[src/rtl/cfg_i2c_pkg.sv]
`timescale 1ns/1ps
package cfg_i2c_pkg;

  typedef struct packed {
    logic shiftEn;
    logic shiftBit;
    logic clrIdx;
    logic wrEn;
  } cfgStrobe_t;

  typedef enum logic [1:0] {
    ST_IDLE = 2'd0,
    ST_RECV = 2'd1,
    ST_ACK  = 2'd2
  } busState_t;

  typedef enum logic [1:0] {
    PH_ADDR = 2'd0,
    PH_CMD  = 2'd1,
    PH_CNT  = 2'd2,
    PH_DATA = 2'd3
  } bytePhase_t;

endpackage

[src/rtl/cfg_i2c_ctrl.sv]
`timescale 1ns/1ps
module cfg_i2c_ctrl
  import cfg_i2c_pkg::*;
#(
  parameter logic [6:0] DEV_ADDR = 7'h69
) (
  input  logic       clk,
  input  logic       rstN,
  input  logic       sclIn,
  input  logic       sdaIn,
  input  logic [7:0] rxByte,
  output cfgStrobe_t strb,
  output logic       sdaOe,
  output logic       busy
);

  localparam logic [7:0] ADDR_W = {DEV_ADDR, 1'b0};

  logic sclMeta, sclS, sclD;
  logic sdaMeta, sdaS, sdaD;
  logic startDet, stopDet, sclRise, sclFall;
  logic [3:0] bitCnt;
  logic byteFull;
  busState_t state;
  bytePhase_t phase;

  // SCL and SDA go through identical two-flop paths so their relative order is kept
  assign startDet = sclS && sclD && sdaD && !sdaS;
  assign stopDet  = sclS && sclD && !sdaD && sdaS;
  assign sclRise  = sclS && !sclD;
  assign sclFall  = !sclS && sclD;
  assign byteFull = (bitCnt == 4'd8);

  always_ff @(posedge clk or negedge rstN) begin
    if (!rstN) begin
      sclMeta <= 1'b1;
      sclS    <= 1'b1;
      sclD    <= 1'b1;
      sdaMeta <= 1'b1;
      sdaS    <= 1'b1;
      sdaD    <= 1'b1;
    end else begin
      sclMeta <= sclIn;
      sclS    <= sclMeta;
      sclD    <= sclS;
      sdaMeta <= sdaIn;
      sdaS    <= sdaMeta;
      sdaD    <= sdaS;
    end
  end

  always_ff @(posedge clk or negedge rstN) begin
    if (!rstN) begin
      state  <= ST_IDLE;
      phase  <= PH_ADDR;
      bitCnt <= 4'd0;
      sdaOe  <= 1'b0;
    end else if (stopDet) begin
      state <= ST_IDLE;
      sdaOe <= 1'b0;
    end else if (startDet) begin
      state  <= ST_RECV;
      phase  <= PH_ADDR;
      bitCnt <= 4'd0;
      sdaOe  <= 1'b0;
    end else begin
      case (state)
        ST_RECV: begin
          if (sclRise && !byteFull) begin
            bitCnt <= bitCnt + 4'd1;
          end else if (sclFall && byteFull) begin
            if (phase == PH_ADDR && rxByte != ADDR_W) begin
              state <= ST_IDLE;
            end else begin
              state <= ST_ACK;
              sdaOe <= 1'b1;
            end
          end
        end
        ST_ACK: begin
          if (sclFall) begin
            sdaOe  <= 1'b0;
            state  <= ST_RECV;
            bitCnt <= 4'd0;
            if (phase != PH_DATA) phase <= bytePhase_t'(phase + 2'd1);
          end
        end
        default: begin
          state <= ST_IDLE;
        end
      endcase
    end
  end

  always_comb begin
    strb          = '0;
    strb.shiftBit = sdaS;
    strb.shiftEn  = (state == ST_RECV) && sclRise && !byteFull;
    strb.clrIdx   = startDet && !stopDet;
    strb.wrEn     = (state == ST_RECV) && sclFall && byteFull &&
                    (phase == PH_DATA) && !startDet && !stopDet;
  end

  assign busy = (state != ST_IDLE);

endmodule

[src/rtl/cfg_i2c_regs.sv]
`timescale 1ns/1ps
module cfg_i2c_regs
  import cfg_i2c_pkg::*;
#(
  parameter int NUM_REGS = 6,
  parameter logic [NUM_REGS*8-1:0] RESET_VAL = 48'h00_07_06_FE_FF_16,
  localparam int IDX_W = $clog2(NUM_REGS + 1)
) (
  input  logic                  clk,
  input  logic                  rstN,
  input  cfgStrobe_t            strb,
  output logic [7:0]            rxByte,
  output logic [IDX_W-1:0]      regIdx,
  output logic [NUM_REGS*8-1:0] regsOut
);

  localparam logic [IDX_W-1:0] IDX_END = IDX_W'(NUM_REGS);

  logic [7:0] shifter;

  always_ff @(posedge clk or negedge rstN) begin
    if (!rstN) shifter <= 8'd0;
    else if (strb.shiftEn) shifter <= {shifter[6:0], strb.shiftBit};
  end

  assign rxByte = shifter;

  // Index saturates at IDX_END: surplus payload is dropped, never wrapped
  always_ff @(posedge clk or negedge rstN) begin
    if (!rstN) regIdx <= '0;
    else if (strb.clrIdx) regIdx <= '0;
    else if (strb.wrEn && regIdx < IDX_END) regIdx <= regIdx + 1'b1;
  end

  for (genvar g = 0; g < NUM_REGS; g++) begin : gBank
    logic [7:0] q;
    always_ff @(posedge clk or negedge rstN) begin
      if (!rstN) q <= RESET_VAL[g*8 +: 8];
      else if (strb.wrEn && regIdx == IDX_W'(g)) q <= shifter;
    end
    assign regsOut[g*8 +: 8] = q;
  end

endmodule

[src/rtl/cfg_i2c_slave.sv]
`timescale 1ns/1ps
module cfg_i2c_slave
  import cfg_i2c_pkg::*;
#(
  parameter logic [6:0] DEV_ADDR = 7'h69,
  parameter int NUM_REGS = 6,
  parameter logic [NUM_REGS*8-1:0] RESET_VAL = 48'h00_07_06_FE_FF_16
) (
  input  logic                  clk,
  input  logic                  rstN,
  input  logic                  sclIn,
  input  logic                  sdaIn,
  output logic                  sdaOe,
  output logic [NUM_REGS*8-1:0] regsOut
);

  localparam int IDX_W = $clog2(NUM_REGS + 1);

  cfgStrobe_t       strb;
  logic [7:0]       rxByte;
  logic [IDX_W-1:0] regIdx;
  logic             busy;

  cfg_i2c_ctrl #(.DEV_ADDR(DEV_ADDR)) ctrl_i (
    .clk    (clk),
    .rstN   (rstN),
    .sclIn  (sclIn),
    .sdaIn  (sdaIn),
    .rxByte (rxByte),
    .strb   (strb),
    .sdaOe  (sdaOe),
    .busy   (busy)
  );

  cfg_i2c_regs #(.NUM_REGS(NUM_REGS), .RESET_VAL(RESET_VAL)) regs_i (
    .clk     (clk),
    .rstN    (rstN),
    .strb    (strb),
    .rxByte  (rxByte),
    .regIdx  (regIdx),
    .regsOut (regsOut)
  );

endmodule

[config.mk]
export PLATFORM = sky130hd
export DESIGN_NAME = cfg_i2c_slave
export DESIGN_NICKNAME = d
export VERILOG_FILES = /design/src/rtl/cfg_i2c_pkg.sv /design/src/rtl/cfg_i2c_ctrl.sv /design/src/rtl/cfg_i2c_regs.sv /design/src/rtl/cfg_i2c_slave.sv
export SDC_FILE = /design/constraint.sdc
export NUM_CORES = 1
export LEC_CHECK = 0
export BUFFER_PORTS_ARGS = -buffer_cell sky130_fd_sc_hd__buf_2
export CAP_MARGIN = 10
export CELL_PAD_IN_SITES_DETAIL_PLACEMENT = 1
export CELL_PAD_IN_SITES_GLOBAL_PLACEMENT = 1
export CORE_UTILIZATION = 35
export DETAILED_ROUTE_END_ITERATION = 6
export PLACE_DENSITY_LB_ADDON = 0.1
export SETUP_SLACK_MARGIN = 0.3
export SKIP_CTS_REPAIR_TIMING = 1
export SLEW_MARGIN = 20
export SYNTH_ARGS = -nofsm -noshare
export SYNTH_HDL_FRONTEND = slang
export SYNTH_SLANG_ARGS = --single-unit
[constraint.sdc]
create_clock -name clk -period 1.7 [get_ports clk]
set_input_delay 0.34 -clock clk [delete_from_list [all_inputs] [get_ports clk]]
set_output_delay 0.34 -clock clk [all_outputs]
set_load 0.02 [all_outputs]
==> flow_metrics.tcl <==
set metrics [dict create \
    drtPass1Iterations 4 \
    hold_path_class "in -> async" \
    drv_cap 0 \
    synth_fa_ha_area_share_pct 4.34 \
    synth_top_family_by_area "multiplexers" \
    muxShareOfSynthArea_pct 20.6 \
    start_kind "register" \
    grt_pass1_vias 2297 \
    r2r_cells 7 \
    power_frac_clock_pct 38.1 \
    swShare_pct 26.4 \
    dpl-instance-area_um2 3830 \
    violations "negative hold slack, negative setup slack" \
    coreArea_um2 8760 \
    hold_violations 4 \
    synth_top_area_share_pct 35.5 \
    syn_nets 238 \
    cts_buffers 9 \
    status "complete, but fails checks" \
    cts_tree "yes" \
    synth_cell_type_count 41 \
    synthXorXnorAreaFrac_pct 0.552 \
    drive_gt1_share_pct 70.0 \
    synth_warnings 0 \
    cts_htree_levels 3 \
    fmax_mhz 534 \
    yosys-top-cells-area "dfrtp_1 (36%), dfstp_2 (24%), mux2_2 (20%), ha_1 (4.3%), inv_1 (1.5%)" \
    routed_wl_mm 7.53 \
    gp_congestion 0.748 \
    intPower_mw 2.70 \
    antenna_cells 0 \
    wl_per_cell_um 17.5 \
    dieArea_um2 9440 \
    reg2reg_from "ctrl_i.bitCnt[0]" \
    vdd_ir_drop_max_v 0.000451 \
    clkTransAtPathRegs_ns 0.09 \
    grt_overflow 0 \
    hpwl_mm 5.00 \
    cts_max_path_buffers 2 \
    grt_antenna_before_repair 0 \
    crit_type "reg -> reg" \
    final_area_um2 4380 \
    worst_pin_slew_ns 0.421 \
    combinationalPowerShare_pct 10.9 \
    rr_endpoint "regs_i.gBank[5].q[2]" \
    io_pins 53 \
    synth_seq_cells 74 \
    grt_start_max_net_pins 75 \
    rows 34 \
    final-setup-viol-count 59 \
    maxSlewHeadroom_pct 71.9 \
    p_seq_share_pct 51.0 \
    ys_seq_area_share_pct 59.6 \
    p_leak_nw 2.13 \
    yosys.area_share.simple_pct 8.41 \
    period_needed_ns 1.87 \
    drc 0 \
    drv_slew 0 \
    dp_cells 407 \
    worstSetupEndpointType "register" \
    setup_ws_ns -0.174 \
    rsz0062_at_grt "true" \
    cp_max_fo 8 \
    floorplan.initialDensity_pct 36.2 \
    nNetsFinal 333 \
    synth-compound-area-share_pct 4.81 \
    syn-cell-area_um2 3170 \
    holdWs_ns -0.0252 \
    antenna_left 0 \
    clock_latency_ns 0.35 \
    period_share_pct 110 \
    avgSynthCellArea_um2 14.2 \
    p_per_area_nw_per_um2 838 \
    die-height_um 97.2 \
    syn2layout_area_growth_pct 38.0 \
    via_per_inst 4.98 \
    first_iter_violations 46 \
    yosysTopAreaCell "dfrtp_1" \
    grt_pass1_wl_mm 12.0 \
    finClkSkew_ns 0.0131 \
    fin_cells 431 \
    die_w_um 97.2 \
    vias 2148 \
    p_sw_mw 0.968 \
    synthCells 223 \
    clock-root-buffer "clkbuf_8" \
    required_ns 1.93 \
    grtUsageTotal_pct 16.5 \
    worstPathArrival_ns 2.11 \
    cts.sinks 74 \
    power_mw 3.67 \
    r2r_slack_ns -0.17 \
    io_buffers 52 \
]
-- cell usage after synthesis --
master and instances:
a2111oi_2 1, a211oi_1 1, a21o_1 1, a21oi_1 3, a221o_1 1, a221oi_1 1, a22o_1 2, a31oi_1 1
a32o_1 1, and3_1 1, clkbuf_1 2, dfrtp_1 45, dfstp_2 29, ha_1 11, inv_1 13, mux2_1 1
mux2_2 56, mux2i_1 1, nand2_1 10, nand2_2 3, nand2b_4 1, nand3_1 5, nand3_2 2, nand3b_1 1
nand3b_4 1, nand4_1 2, nand4b_1 1, nor2_1 5, nor2_4 1, nor2b_1 2, nor3_1 1, nor3_4 1
nor3b_1 1, o21ai_0 7, o21ai_1 1, o221ai_1 1, o22ai_1 1, or2_2 1, or2_4 1, or4b_2 1
xnor2_1 2
-- cells in the final DEF, fill, tap and decap left out, types with 7 or more instances in the layout --
cell      synthesis  layout
dfstp_2          29      29
dfrtp_1          45      45
nand2_1          10       8
ha_1             11       7
buf_4             0      37
clkbuf_8          0       9
inv_1            13       9
buf_2             0      29
mux2_2           56      55
buf_6             0      19
-- state kept, by name, indices dropped and copies added, names as in the netlist --
signal          count
ctrl_i.state        2
regs_i.regIdx       3
regs_i.rxByte       8
ctrl_i.sclS         1
ctrl_i.bitCnt       4
ctrl_i.sdaD         1
ctrl_i.sclD         1
ctrl_i.sclMeta      1
ctrl_i.sdaMeta      1
ctrl_i.phase        2
regs_i.gBank.q     48
ctrl_i.sdaS         1
ctrl_i.sdaOe        1
-- per-layer routing --
layer  wire [um]  GRT usage (%)
met5           0              0
met2        3690           25.6
met4          70           5.51
met3         287           4.75
met1        3480           22.0
-- layout make-up --
type,instances,area (um2)
inverters,13,51.3
clock buffers,9,124
repair buffers,86,657
flip-flops and latches,74,1890
multi-input cells,134,1440
clock inverters,7,77.6
fillers,902,4390
well taps,108,135
-- worst max path at each step --
stage                     start                   end  cells after the start
2_1_floorplan  ctrl_i.bitCnt[0]  regs_i.gBank[2].q[0]                      7
3_3_place_gp   ctrl_i.bitCnt[0]  regs_i.gBank[0].q[7]                      7
3_5_place_dp   ctrl_i.bitCnt[0]  regs_i.gBank[0].q[6]                      7
4_1_cts        ctrl_i.bitCnt[0]  regs_i.gBank[0].q[0]                      7
5_1_grt        ctrl_i.bitCnt[0]  regs_i.gBank[5].q[2]                      7
6_report       ctrl_i.bitCnt[0]  regs_i.gBank[5].q[2]                      7
-- power by group through the flow --
stage | sequential (mW) | combinational, mW | clock [mW]
floorplan | 1.91 | 0.157 | 0
global placement | 1.89 | 0.332 | 0
detailed placement | 1.90 | 0.336 | 0
CTS | 1.87 | 0.340 | 1.46
global route | 1.88 | 0.452 | 1.52
finish | 1.87 | 0.400 | 1.40
-- critical path: stages (launching register included) --
cell	delay (ns)
dfrtp_1	0.40
inv_2	0.08
ha_4	0.14
nand3b_4	0.07
or2_4	0.27
nor2_4	0.23
nand3_4	0.21
mux2_4	0.35
-- cells by family after synthesis --
| family | count (synthesis) |
|---|---|
| adder cells (fa/ha/maj) | 11 |
| AO/OA/AOI/OAI | 22 |
| multiplexers | 58 |
| flip-flops | 74 |
| XOR/XNOR | 2 |
| buffers and inverters | 15 |
| AND/OR/NAND/NOR | 41 |
-- metrics by stage --
step                      setup TNS [ns]  util [%]  setup WS (ns)
after floorplan                   -0.742         -        -0.0410
after global placement             -3.62      43.7         -0.128
after detailed placement           -4.73      43.7         -0.162
after CTS                          -6.10      46.0         -0.189
after global routing               -9.34      49.9         -0.244
final                              -4.94      49.9         -0.174
(Power assumes the default switching activity.)
